==> config.mk <==
export PLATFORM = sky130hd
export DESIGN_NAME = vid_bus_packer
export DESIGN_NICKNAME = d
export VERILOG_FILES = /design/src/rtl/vpk_pkg.sv /design/src/rtl/vpk_chroma_phase.sv /design/src/rtl/vpk_ycc_pack.sv /design/src/rtl/vpk_rgb_pack.sv /design/src/rtl/vid_bus_packer.sv
export SDC_FILE = /design/constraint.sdc
export NUM_CORES = 1
export LEC_CHECK = 0
export BUFFER_PORTS_ARGS = -buffer_cell sky130_fd_sc_hd__buf_2
export CAP_MARGIN = 0
export CORE_AREA = 4 4 52 54
export DETAILED_ROUTE_END_ITERATION = 10
export DIE_AREA = 0 0 56 58
export PLACE_DENSITY = 0.8
export SETUP_SLACK_MARGIN = 0.02
export SYNTH_ARGS = -nofsm -noshare
export SYNTH_HDL_FRONTEND = slang
export SYNTH_SLANG_ARGS = --single-unit
==> constraint.sdc <==
create_clock -name clk -period 2.3 [get_ports clk]
set_input_delay 0.115 -clock clk [delete_from_list [all_inputs] [get_ports clk]]
set_output_delay 0.115 -clock clk [all_outputs]
set_load 0.02 [all_outputs]
==> src/rtl/vpk_pkg.sv <==
package vpk_pkg;
    localparam int CH_W  = 8;
    localparam int BUS_W = 16;

    typedef enum logic [1:0] {
        FMT_YCC     = 2'd0,
        FMT_RGB16   = 2'd1,
        FMT_RGB15   = 2'd2,
        FMT_RGB16_B = 2'd3
    } fmt_e;

    typedef struct packed {
        logic [BUS_W-1:0] bus;
        logic             blank;
        logic             hsync;
        logic             vsync;
        logic             dvalid;
        logic             vbivalid;
        logic             field;
    } out_s;

    typedef struct packed {
        logic prev_blank;
        logic use_cr;
    } phase_s;
endpackage

==> src/rtl/vpk_chroma_phase.sv <==
module vpk_chroma_phase (
    input  logic clk,
    input  logic rst,
    input  logic blank,
    input  logic dvalid,
    output logic use_cr
);
    import vpk_pkg::*;

    phase_s st_d, st_q;
    logic   restart;

    always_comb begin
        restart       = st_q.prev_blank && !blank;
        use_cr        = restart ? 1'b0 : st_q.use_cr;
        st_d          = st_q;
        st_d.prev_blank = blank;
        st_d.use_cr   = dvalid ? ~use_cr : use_cr;
    end

    always_ff @(posedge clk) begin
        if (rst) st_q <= '0;
        else     st_q <= st_d;
    end
endmodule

==> src/rtl/vpk_ycc_pack.sv <==
module vpk_ycc_pack #(
    parameter int CH_W  = 8,
    parameter int BUS_W = 16
) (
    input  logic [CH_W-1:0]  y,
    input  logic [CH_W-1:0]  cb,
    input  logic [CH_W-1:0]  cr,
    input  logic             use_cr,
    output logic [BUS_W-1:0] bus
);
    localparam int PAD = BUS_W - 2 * CH_W;

    logic [CH_W-1:0] chroma;
    assign chroma = use_cr ? cr : cb;

    generate
        if (PAD > 0) begin : g_pad
            assign bus = {{PAD{1'b0}}, y, chroma};
        end else begin : g_nopad
            assign bus = {y, chroma};
        end
    endgenerate
endmodule

==> src/rtl/vpk_rgb_pack.sv <==
module vpk_rgb_pack #(
    parameter int CH_W   = 8,
    parameter int BUS_W  = 16,
    parameter int G_BITS = 6
) (
    input  logic [CH_W-1:0]  r,
    input  logic [CH_W-1:0]  g,
    input  logic [CH_W-1:0]  b,
    output logic [BUS_W-1:0] bus
);
    localparam int RB_BITS = 5;
    localparam int PAD     = BUS_W - 2 * RB_BITS - G_BITS;

    logic [RB_BITS-1:0] r_t, b_t;
    logic [G_BITS-1:0]  g_t;

    assign r_t = r[CH_W-1 -: RB_BITS];
    assign g_t = g[CH_W-1 -: G_BITS];
    assign b_t = b[CH_W-1 -: RB_BITS];

    generate
        if (PAD > 0) begin : g_pad
            assign bus = {{PAD{1'b0}}, r_t, g_t, b_t};
        end else begin : g_nopad
            assign bus = {r_t, g_t, b_t};
        end
    endgenerate
endmodule

==> src/rtl/vid_bus_packer.sv <==
module vid_bus_packer #(
    parameter int          CH_W    = vpk_pkg::CH_W,
    parameter int          BUS_W   = vpk_pkg::BUS_W,
    parameter logic [7:0]  Y_BLACK = 8'd16,
    parameter logic [7:0]  C_BLACK = 8'd128
) (
    input  logic             clk,
    input  logic             rst,
    input  logic [1:0]       fmt_sel,
    input  logic [CH_W-1:0]  pix_y_r,
    input  logic [CH_W-1:0]  pix_cb_g,
    input  logic [CH_W-1:0]  pix_cr_b,
    input  logic             in_blank,
    input  logic             in_hsync,
    input  logic             in_vsync,
    input  logic             in_dvalid,
    input  logic             in_vbivalid,
    input  logic             in_field,
    output logic [BUS_W-1:0] px_bus,
    output logic             o_blank,
    output logic             o_hsync,
    output logic             o_vsync,
    output logic             o_dvalid,
    output logic             o_vbivalid,
    output logic             o_field
);
    import vpk_pkg::*;

    localparam logic [BUS_W-1:0] YCC_BLACK = BUS_W'({Y_BLACK, C_BLACK});

    out_s             out_d, out_q;
    logic             use_cr;
    logic [BUS_W-1:0] ycc_bus, rgb16_bus, rgb15_bus;
    logic             force_black;
    fmt_e             fmt;

    vpk_chroma_phase u_phase (
        .clk    (clk),
        .rst    (rst),
        .blank  (in_blank),
        .dvalid (in_dvalid),
        .use_cr (use_cr)
    );

    vpk_ycc_pack #(.CH_W(CH_W), .BUS_W(BUS_W)) u_ycc (
        .y      (pix_y_r),
        .cb     (pix_cb_g),
        .cr     (pix_cr_b),
        .use_cr (use_cr),
        .bus    (ycc_bus)
    );

    vpk_rgb_pack #(.CH_W(CH_W), .BUS_W(BUS_W), .G_BITS(6)) u_rgb16 (
        .r   (pix_y_r),
        .g   (pix_cb_g),
        .b   (pix_cr_b),
        .bus (rgb16_bus)
    );

    vpk_rgb_pack #(.CH_W(CH_W), .BUS_W(BUS_W), .G_BITS(5)) u_rgb15 (
        .r   (pix_y_r),
        .g   (pix_cb_g),
        .b   (pix_cr_b),
        .bus (rgb15_bus)
    );

    always_comb begin
        fmt         = fmt_e'(fmt_sel);
        force_black = in_blank && !in_vbivalid;
        out_d       = out_q;
        unique case (fmt)
            FMT_YCC:   out_d.bus = force_black ? YCC_BLACK : ycc_bus;
            FMT_RGB15: out_d.bus = force_black ? '0 : rgb15_bus;
            default:   out_d.bus = force_black ? '0 : rgb16_bus;
        endcase
        out_d.blank    = in_blank;
        out_d.hsync    = in_hsync;
        out_d.vsync    = in_vsync;
        out_d.dvalid   = in_dvalid;
        out_d.vbivalid = in_vbivalid;
        out_d.field    = in_field;
    end

    always_ff @(posedge clk) begin
        if (rst) out_q <= '0;
        else     out_q <= out_d;
    end

    assign px_bus     = out_q.bus;
    assign o_blank    = out_q.blank;
    assign o_hsync    = out_q.hsync;
    assign o_vsync    = out_q.vsync;
    assign o_dvalid   = out_q.dvalid;
    assign o_vbivalid = out_q.vbivalid;
    assign o_field    = out_q.field;
endmodule

# After elaboration in Yosys (flattened, before gate mapping)
# Index checks and enable logic that the tools add are counted.
dict set report word_totals {
  reg_bits 23
  output_inout_bits 22
  in_bits 34
}
dict set report classes {
  mux 7
  n_reduce_logical 5
  eq_ne 1
  n_bitwise 1
}
# cell n
set ops {}
lappend ops {{$mux 16} 2}
lappend ops {{$pmux 16 s2} 1}
lappend ops {{$mux 15} 1}
lappend ops {{$mux 8} 1}
lappend ops {{$eq 2x2->1 const B} 1}
lappend ops {{$logic_and 1x1->1} 2}
lappend ops {{$logic_not 1->1} 2}
lappend ops {{$logic_not 2->1} 1}
lappend ops {{$mux 1} 2}
lappend ops {{$not 1->1} 1}

# Logic depth before layout (Yosys ltp)
# Gate-level depths: netlist of run 1.
dict set report depth {
  ltp_word 6
  depth_mapped 5
}

# By module
# From an unflattened synthesis of run 1, not the netlist that was laid out.
dict set report unflattened {
  hier_cells 144
  hier_area_um2 1506.4
}
# mod area_each_um2 cells_per_inst n_inst
set modules_own_cells {}
lappend modules_own_cells {vid_bus_packer 987.2 86 1}
lappend modules_own_cells {vpk_ycc_pack 191.4 17 1}
lappend modules_own_cells {{vpk_rgb_pack (u_rgb15)} 123.9 17 1}
lappend modules_own_cells {{vpk_rgb_pack (u_rgb16)} 120.1 16 1}
lappend modules_own_cells {vpk_chroma_phase 83.8 8 1}

# Worst setup path after synthesis of run 1
# OpenSTA, ideal clock, no wires.
dict set report synth_path {
  path_kind {flip-flop to flip-flop}
  startpoint {reg u_phase.st_q[1] in the netlist's numbering}
  endpoint {reg out_q, in the netlist px_bus[7]}
  path_slack_ns 1.215
  arrival_time_ns 1.000
  stages_incl_launch_ff 5
  n_path_buf 0
  setup_time_ns 0.086
  required_ns 2.214
  cell_sequence {dfxtp_1 nand2b_4 nand2_4 a22oi_1 a211oi_1}
}
dict set report synth_via {
  elab_chain_len 5
}
# item line_no
set synth_rtl {}
lappend synth_rtl {{start: declaration} vpk_chroma_phase.sv:10} ;# phase_s st_d, st_q;
lappend synth_rtl {{start signal: assignment} vpk_chroma_phase.sv:23} ;# else st_q <= st_d;
lappend synth_rtl {{$logic_and 1x1->1} vpk_chroma_phase.sv:14} ;# restart = st_q.prev_blank && !blank;
lappend synth_rtl {{$mux 1} vpk_chroma_phase.sv:15} ;# use_cr = restart ? 1'b0 : st_q.use_cr;
lappend synth_rtl {{$mux 8} vpk_ycc_pack.sv:14} ;# assign chroma = use_cr ? cr : cb;
lappend synth_rtl {{$mux 16} vid_bus_packer.sv:72} ;# FMT_YCC: out_d.bus = force_black ? YCC_BLACK : ycc_bus;
lappend synth_rtl {{$pmux 16 s2} vid_bus_packer.sv:71} ;# unique case (fmt)
lappend synth_rtl {{end signal: assignment} vid_bus_packer.sv:86} ;# else out_q <= out_d;
lappend synth_rtl {{end: declaration} vid_bus_packer.sv:31} ;# out_s out_d, out_q;
# Every way passes these cells.
# A chain may end at the register's enable or synchronous reset.

# Worst setup path in the final report of run 1
dict set report layout_path {
  startpoint {reg u_phase.st_q[0] in the netlist's numbering}
  endpoint {reg out_q, in the netlist px_bus[4]}
}
dict set report layout_via {
  elab_chain_len 4
}
# item line_no
set layout_rtl {}
lappend layout_rtl {{$mux 1} vpk_chroma_phase.sv:15}
lappend layout_rtl {{$mux 8} vpk_ycc_pack.sv:14}
lappend layout_rtl {{$mux 16} vid_bus_packer.sv:72}
lappend layout_rtl {{$pmux 16 s2} vid_bus_packer.sv:71}
# Every way passes these cells.

==> run summary, run 1 <==
Place WS = 1150 ps
vias in the first global route = 939
clock latency on the worst-skew pair = 310 ps
PD cells = 623 nW/um^2
Hold Path Cell Cnt = 2
status = finished, final reports clean
Final period util = 0.476
first-pass GRT wire length = 3940 um
site row count = 17
max-slew violations = 0
Area contributors post-synth = dfxtp_1, mux2i_1, nor2_1, a211oi_1, nor2b_1
die area = 3250 um^2
Synth Register Bits = 23
Fillers = 215
startpoint type of the worst setup path = flop
Highest Signal Layer = met4
max cap viols = 0
# IOs = 56
Non-Filler Instances = 184
P&R area growth vs syn = 30.7%
total clock sinks = 23
final net count = 191
Die H = 58 um
Overflow after GRT = 0
Setup crit end kind = flop
CP max FO = 9
Synth top area share = 0.477
Async S/R FF share, synth = 0
root buffer cell = clkbuf_4
routed vias = 905
clk_skew = 6.01 ps
critical-path cell list = nand2_4 > mux2i_1 > a211oi_1
Critical Path Stages = 3
Post-synth EDFFs = 0
PnR worst setup slack = 1200 ps
DRT met1 WL = 858 um
CP arrival = 1310 ps
WP data required = 2510 ps
Routed WL = 2360 um
post-route minimum period = 1100 ps
Hold WC Path Type = in2reg
top post-synthesis cells by count = dfxtp_1, nor2_1, mux2i_1
cell family contributing the most delay on the critical path = flip-flops
layout cells sized above 1 = 0.404
Slowest cell on crit path = dfxtp_1
dpl hpwl = 1900 um
Longest Clk Path Bufs = 2
Ys Warns = 0
slew margin rel. = 0.648
Syn Area/Cell = 9.37 um^2
Post-Synthesis Cells = 103
DR DRC count = 0
Antenna diodes = 0
drt wl/cell = 12.8 um
placed insts = 180
peak supply drop = 0.395 mV
slowest stage delay, CP = 450 ps
Post-Syn Nets = 137
Tot Pwr = 785 uW
Post-Syn Area = 965 um^2
fmax = 0.913 GHz
WS Path Type = reg2reg
Seq/Total Area, Yosys = 0.477
vias per cell = 4.92
initial core utilization = 0.436
placed cell areas = 1230 um^2
Routed Antenna Nets = 0
top_reg_cell synth = dfxtp_1
WL met3 = 256 um
Buffers & Inverters on Critical Path = 0
post-synth cell types = 22
Pleak = 0.660 nW
met2 WL = 1190 um
cell taking the most area after synthesis = dfxtp_1
cell with the most instances after synthesis = dfxtp_1
setup slack, reg-to-reg = 1200 ps
DR iter-0 viols = 21
worst-margin pin slew = 528 ps
Final Util = 0.570
setup bufs post-CTS = 0
CTS Hold Bufs = 0
htree depth = 1
Final Hold Viols = 0
GRT Total Usage = 0.152
GP Congestion = 0.789
Std-Cell Core Area = 2210 um^2
Design Area, Final = 1260 um^2
I/O Buffers = 55
final setup fails = 0
pin count of the biggest net entering global routing = 17
CTS resizes = 0
Die X = 56 um
RSZ-0062 raised after global routing = no
WHS = 16.5 ps
initial antenna violation count = 0
CTS clock-pin slew for the worst setup and hold paths = 120 ps
CTS tree = built
Fin Setup TNS = 0 ps
CTS Buf Count = 3
FF-to-FF path depth = 3
DR pass1 iterations = 4
## cell usage in the layout, fill, tap and decap left out
cell	count
mux2i_1	12
buf_2	55
o21ai_1	1
nand3_1	2
clkbuf_4	3
nand4_1	2
nor2_1	20
clkinv_2	1
xor2_1	1
a211oi_2	1
a22oi_1	1
a31oi_1	2
nand2_4	1
dfxtp_1	23
nand2b_4	1
a21oi_1	7
nor2_4	1
a211oi_1	6
nand2_1	7
nor2b_1	6
nand2b_1	3
## power breakdown
| group | internal [mW] | total, mW | switching (mW) |
|---|---|---|---|
| clock network | 0.0649 | 0.179 | 0.114 |
| registers | 0.424 | 0.433 | 0.00851 |
| logic | 0.0713 | 0.174 | 0.102 |
| total | 0.560 | 0.785 | 0.225 |
## cells by family after synthesis
logic type,synth area share
AOI/OAI and AO/OA,0.122
xor gates and xnor gates,0.00908
buffers and inverters,0.0428
DFF,0.477
muxes,0.125
and+or+nand+nor,0.224
## routing by layer
metal  vias up  track usage
met5         -            0
met4         0       0.0814
met3         8       0.0535
met2        47        0.262
met1       390        0.164
li1        460            -
## cell type report
type | instances | area [um^2] | share of cell area
Multi-Input combinational cell | 74 | 463 | 0.367
Sequential cell | 23 | 460 | 0.365
Tap cell | 28 | 35.0 | 0.0278
Timing Repair Buffer | 55 | 275 | 0.218
Clock buffer | 3 | 22.5 | 0.0179
Clock inverter | 1 | 5.00 | 0.00397
## registers in the layout, indices dropped and copies added (netlist names)
name and count:
o_field 1, px_bus 16, o_dvalid 1, o_hsync 1
o_vsync 1, o_vbivalid 1, u_phase.st_q 2
## worst paths after layout
check	start	endpoint
max	u_phase.st_q[0]$_SDFF_PP0_	px_bus[4]$_SDFF_PP0_
min	in_hsync	o_hsync$_SDFF_PP0_
max reg2reg	u_phase.st_q[0]$_SDFF_PP0_	px_bus[4]$_SDFF_PP0_
min reg2reg	u_phase.st_q[0]$_SDFF_PP0_	px_bus[6]$_SDFF_PP0_
No activity file was read; power rests on OpenSTA's default activity.
==> inputs of run 2 (changes only) <==
--- a/config.mk
+++ b/config.mk
@@ -5,12 +5,13 @@
 export SDC_FILE = /design/constraint.sdc
 export NUM_CORES = 1
 export LEC_CHECK = 0
+export ABC_AREA = 1
 export BUFFER_PORTS_ARGS = -buffer_cell sky130_fd_sc_hd__buf_2
 export CAP_MARGIN = 0
-export CORE_AREA = 4 4 52 54
+export CORE_AREA = 4 4 54 56
 export DETAILED_ROUTE_END_ITERATION = 10
-export DIE_AREA = 0 0 56 58
-export PLACE_DENSITY = 0.8
+export DIE_AREA = 0 0 58 60
+export PLACE_DENSITY = 0.77
 export SETUP_SLACK_MARGIN = 0.02
 export SYNTH_ARGS = -nofsm -noshare
 export SYNTH_HDL_FRONTEND = slang
==> constraint.sdc (replaced) <==
create_clock -name clk -period 1.03 [get_ports clk]
set_input_delay 0.0515 -clock clk [delete_from_list [all_inputs] [get_ports clk]]
set_output_delay 0.0515 -clock clk [all_outputs]
set_load 0.02 [all_outputs]
==> run summary, run 2 <==
status = finished, final reports clean
worst r2r dst = px_bus[7]$_SDFF_PP0_
CTS clock-pin slew for the worst setup and hold paths = 120 ps
DR iter-0 viols = 31
Setup crit end kind = flop
total clock sinks = 23
pin count of the biggest net entering global routing = 13
sw frac = 0.295
cell taking the most area after synthesis = dfxtp_1
Syn Area/Cell = 7.18 um^2
P&R area growth vs syn = 43.6%
startpoint type of the worst setup path = flop
CTS Buf Count = 3
WP data required = 1240 ps
setup slack, reg-to-reg = 90 ps
CP arrival = 1140 ps
Die X = 58 um
post-synth cell types = 20
peak supply drop = 0.716 mV
clock share of power = 0.224
cell with the most instances after synthesis = nand2_1
crit path capture = px_bus[7]$_SDFF_PP0_
Non-Filler Instances = 241
top_reg_cell synth = dfxtp_1
Seq/Total Area, Yosys = 0.448
placed cell areas = 1340 um^2
site row count = 18
DR DRC count = 0
Longest Clk Path Bufs = 2
slew margin rel. = 0.831
placed insts = 228
post-route minimum period = 937 ps
Reg power frac = 0.527
Area contributors post-synth = dfxtp_1, nand2_1, nand3_1, inv_1, o21ai_0
Fin Setup TNS = 0 ps
storage element area = 462 um^2
commonest cells after routing, fill and taps aside = buf_2, nand2_1, dfxtp_1
CP max FO = 4
clock latency on the worst-skew pair = 300 ps
first-pass GRT wire length = 4160 um
I/O Buffers = 55
routed vias = 1125
clk_skew = 5.14 ps
Pleak = 0.825 nW
max cap viols = 0
WS Path Type = reg2reg
setup bufs post-CTS = 0
Final period util = 0.910
htree depth = 1
# IOs = 56
GRT Total Usage = 0.154
Routed WL = 2680 um
Design Area, Final = 1480 um^2
Ys Warns = 0
Post-Syn Nets = 177
Post-synth EDFFs = 0
CTS tree = built
GP Congestion = 0.819
Post-Synthesis Cells = 143
most common cell after layout, fill and taps aside = buf_2
max-slew violations = 0
DR pass1 iterations = 6
drt wl/cell = 11.1 um
Antenna diodes = 0
Async S/R FF share, synth = 0
fmax = 1.07 GHz
footprint of the multi-input gates = 447 um^2
Routed Antenna Nets = 0
worst setup path startpoint = u_phase.st_q[1]$_SDFF_PP0_
Post-Syn Area = 1030 um^2
combinational share of power = 0.248
final setup fails = 0
vias per cell = 4.67
Int Pwr = 1.29 mW
die area = 3480 um^2
max reg flops = 16
initial core utilization = 0.422
RSZ-0062 raised after global routing = no
Switching Power = 539 uW
Tot Pwr = 1.83 mW
worst-margin pin slew = 251 ps
RR Startpoint = u_phase.st_q[1]$_SDFF_PP0_
initial antenna violation count = 0
final net count = 246
vias in the first global route = 1044
Fillers = 225
Std-Cell Core Area = 2430 um^2
Die H = 60 um
FF-to-FF path depth = 7
root buffer cell = clkbuf_4
Synth Register Bits = 23
top post-synthesis cells by count = nand2_1, dfxtp_1, inv_1
layout cells sized above 1 = 0.370
Synth top area share = 0.448
dpl hpwl = 2050 um
Final Hold Viols = 0
Overflow after GRT = 0
PD cells = 1240 nW/um^2
Hold WC Path Type = in2reg
## run 2: per-layer routing
metal	up-vias	share of wire	GRT usage	routed length [um]
li1	580	-	-	-
met1	503	0.40	0.166	1070
met2	38	0.52	0.295	1400
met3	4	0.063	0.0216	168
met4	0	0.015	0.0695	40
met5	-	0	0	0
## run 2: layout make-up
class | instances | share of cell area
Timing Repair Buffer | 69 | 0.273
Tap cell | 30 | 0.0254
Sequential cell | 23 | 0.313
Clock buffer | 4 | 0.0178
Multi-Input combinational cell | 89 | 0.303
Inverter | 26 | 0.0679
## run 2: cell families after synthesis
kind of cell / Yosys count / share of synthesized area
and+or+nand+nor: 68 / 0.300
buffers and inverters: 31 / 0.135
DFF: 23 / 0.448
AOI/OAI and AO/OA: 21 / 0.117
## run 2: critical path, stage by stage (launching register included)
cell and delay (ps):
dfxtp_2 340, nand2_2 80, nand2_4 50, buf_4 140, nand2_1 50, nand3_1 60, nand2_1 70, a21oi_2 50
## run 2: power groups by stage
stage / combinational (mW) / sequential (mW) / clock (mW)
3_3_place_gp: 0.416 / 0.982 / 0
2_1_floorplan: 0.183 / 1.06 / 0
3_5_place_dp: 0.421 / 0.982 / 0
5_1_grt: 0.502 / 0.970 / 0.451
6_report: 0.454 / 0.963 / 0.410
4_1_cts: 0.442 / 0.962 / 0.416
## run 2: how the worst min path moves through the flow
stage | startpoint | cells after the start | to
2_1_floorplan | in_field | 2 | o_field$_SDFF_PP0_
3_3_place_gp | in_vsync | 3 | o_vsync$_SDFF_PP0_
3_5_place_dp | in_vsync | 3 | o_vsync$_SDFF_PP0_
4_1_cts | pix_cr_b[1] | 3 | px_bus[1]$_SDFF_PP0_
5_1_grt | pix_cr_b[0] | 3 | px_bus[0]$_SDFF_PP0_
6_report | pix_cr_b[0] | 3 | px_bus[0]$_SDFF_PP0_
## run 2: what timing repair did
| item | in CTS | in global routing |
|---|---|---|
| gates resized for setup | 0 | 6 |
| endpoints found under the hold margin | 7 | 2 |
| endpoints found under the setup margin | 0 | 9 |
| hold buffers | 7 | 2 |
## run 2: metrics by stage
step | worst slack [ps] | util | hold slack, ps
4_1_cts | 75.6 | 0.591 | 1.96
3_5_place_dp | 97.3 | 0.551 | 266
6_report | 92.5 | 0.606 | 9.00
5_1_grt | 21.3 | 0.606 | 4.96
3_3_place_gp | 112 | 0.551 | 259
2_1_floorplan | 63.2 | - | 158
==> inputs of run 3 (changes only) <==
--- a/config.mk
+++ b/config.mk
@@ -8,10 +8,11 @@
 export ABC_AREA = 1
 export BUFFER_PORTS_ARGS = -buffer_cell sky130_fd_sc_hd__buf_2
 export CAP_MARGIN = 0
-export CORE_AREA = 4 4 54 56
+export CORE_AREA = 4 4 53 55
+export CTS_BUF_LIST = sky130_fd_sc_hd__clkbuf_2
 export DETAILED_ROUTE_END_ITERATION = 10
-export DIE_AREA = 0 0 58 60
-export PLACE_DENSITY = 0.77
+export DIE_AREA = 0 0 57 59
+export PLACE_DENSITY = 0.8
 export SETUP_SLACK_MARGIN = 0.02
 export SYNTH_ARGS = -nofsm -noshare
 export SYNTH_HDL_FRONTEND = slang
==> run summary, run 3 (synthesized netlist as in run 2, its figures left out) <==
routed vias = 1224
Final Util = 0.675
fmax = 0.988 GHz
final setup fails = 0
clock latency on the worst-skew pair = 340 ps
Setup crit end kind = flop
Final Hold Viols = 0
CTS Buf Count = 3
# IOs = 56
initial antenna violation count = 0
slew margin rel. = 0.826
storage element area = 462 um^2
PD cells = 1140 nW/um^2
DR pass1 iterations = 4
Std-Cell Core Area = 2390 um^2
GP Congestion = 0.773
Die X = 57 um
DR DRC count = 0
Non-Filler Instances = 255
WS Path Type = reg2reg
Pleak = 0.886 nW
CP arrival = 1270 ps
vias in the first global route = 1213
Die H = 59 um
I/O Buffers = 55
drt wl/cell = 12.3 um
first-pass GRT wire length = 5020 um
Final period util = 0.983
final net count = 259
clk_skew = 1.64 ps
RSZ-0062 raised after global routing = yes
post-route minimum period = 1010 ps
placed cell areas = 1340 um^2
Overflow after GRT = 0
status = finished, final reports clean
CP max FO = 4
peak supply drop = 0.653 mV
initial core utilization = 0.430
P&R area growth vs syn = 56.8%
site row count = 18
total clock sinks = 23
root buffer cell = clkbuf_2
Design Area, Final = 1610 um^2
worst-margin pin slew = 260 ps
CTS clock-pin slew for the worst setup and hold paths = 220 ps
commonest cells after routing, fill and taps aside = buf_2, nand2_1, dfxtp_1
WP data required = 1290 ps
DR iter-0 viols = 44
placed insts = 228
Routed Antenna Nets = 0
max-slew violations = 0
footprint of the multi-input gates = 438 um^2
CTS tree = built
max reg flops = 16
pin count of the biggest net entering global routing = 14
Place WS = 80.0 ps
Fillers = 215
PnR worst setup slack = 17.9 ps
max cap viols = 0
startpoint type of the worst setup path = flop
Hold WC Path Type = in2reg
layout cells sized above 1 = 0.348
most common cell after layout, fill and taps aside = buf_2
die area = 3360 um^2
Routed WL = 3120 um
dpl hpwl = 2050 um
vias per cell = 4.80
GRT Total Usage = 0.190
htree depth = 1
Longest Clk Path Bufs = 2
[run 3: path summary, 6_finish.rpt]
kind	cells after the start	slack, ps	endpoint	from
hold / removal	5	3	px_bus[8]$_SDFF_PP0_	pix_y_r[0]
setup / recovery	5	20	u_phase.st_q[0]$_SDFF_PP0_	u_phase.st_q[1]$_SDFF_PP0_
setup reg to reg	5	20	u_phase.st_q[0]$_SDFF_PP0_	u_phase.st_q[1]$_SDFF_PP0_
hold reg to reg	4	670	px_bus[1]$_SDFF_PP0_	u_phase.st_q[0]$_SDFF_PP0_
[run 3: critical path, cell delays in order (launching register included)]
cell and delay (ps):
dfxtp_2 380, nand2_2 90, nand2_4 70, buf_6 120, o21ai_0 190, a21oi_1 80
[run 3: through the flow]
step | total power, mW | setup TNS, ps | hold WS (ps)
finish | 1.84 | 0 | 2.91
floorplan | 1.24 | 0 | 158
global route | 1.94 | -44.8 | 0.530
detailed placement | 1.40 | 0 | 265
CTS | 1.82 | 0 | 2.08
global placement | 1.40 | 0 | 256
[run 3: final cells by class]
cell class / count / area share
antenna: 1 / 0.00155
clock buffer: 3 / 0.00932
clock inverter: 1 / 0.00311
inverter: 26 / 0.0637
multi-input combinational: 89 / 0.272
sequential: 23 / 0.287
tap: 30 / 0.0233
timing repair buffer: 82 / 0.340
[run 3: what timing repair did]
action	4_1_cts	5_1_grt
endpoints found under the setup margin	0	9
gates resized for setup	0	10
hold buffers	21	0
hold endpoints to repair	17	0
buffers inserted	0	1
[run 3: routing by layer]
layer  part of all wire  global-route usage  vias to the layer above
li1                   -                   -                      608
met1               0.38               0.215                      550
met2               0.52               0.333                       57
met3              0.077              0.0436                        9
met4              0.026               0.103                        0
met5                  0                   0                        -
[run 3: power by group]
group / internal (mW) / leakage (nW) / switching (mW) / total, mW
combinational: 0.228 / 0.679 / 0.283 / 0.511
clock: 0.0880 / 0.0164 / 0.278 / 0.366
sequential: 0.951 / 0.191 / 0.0167 / 0.967
total: 1.27 / 0.886 / 0.578 / 1.84
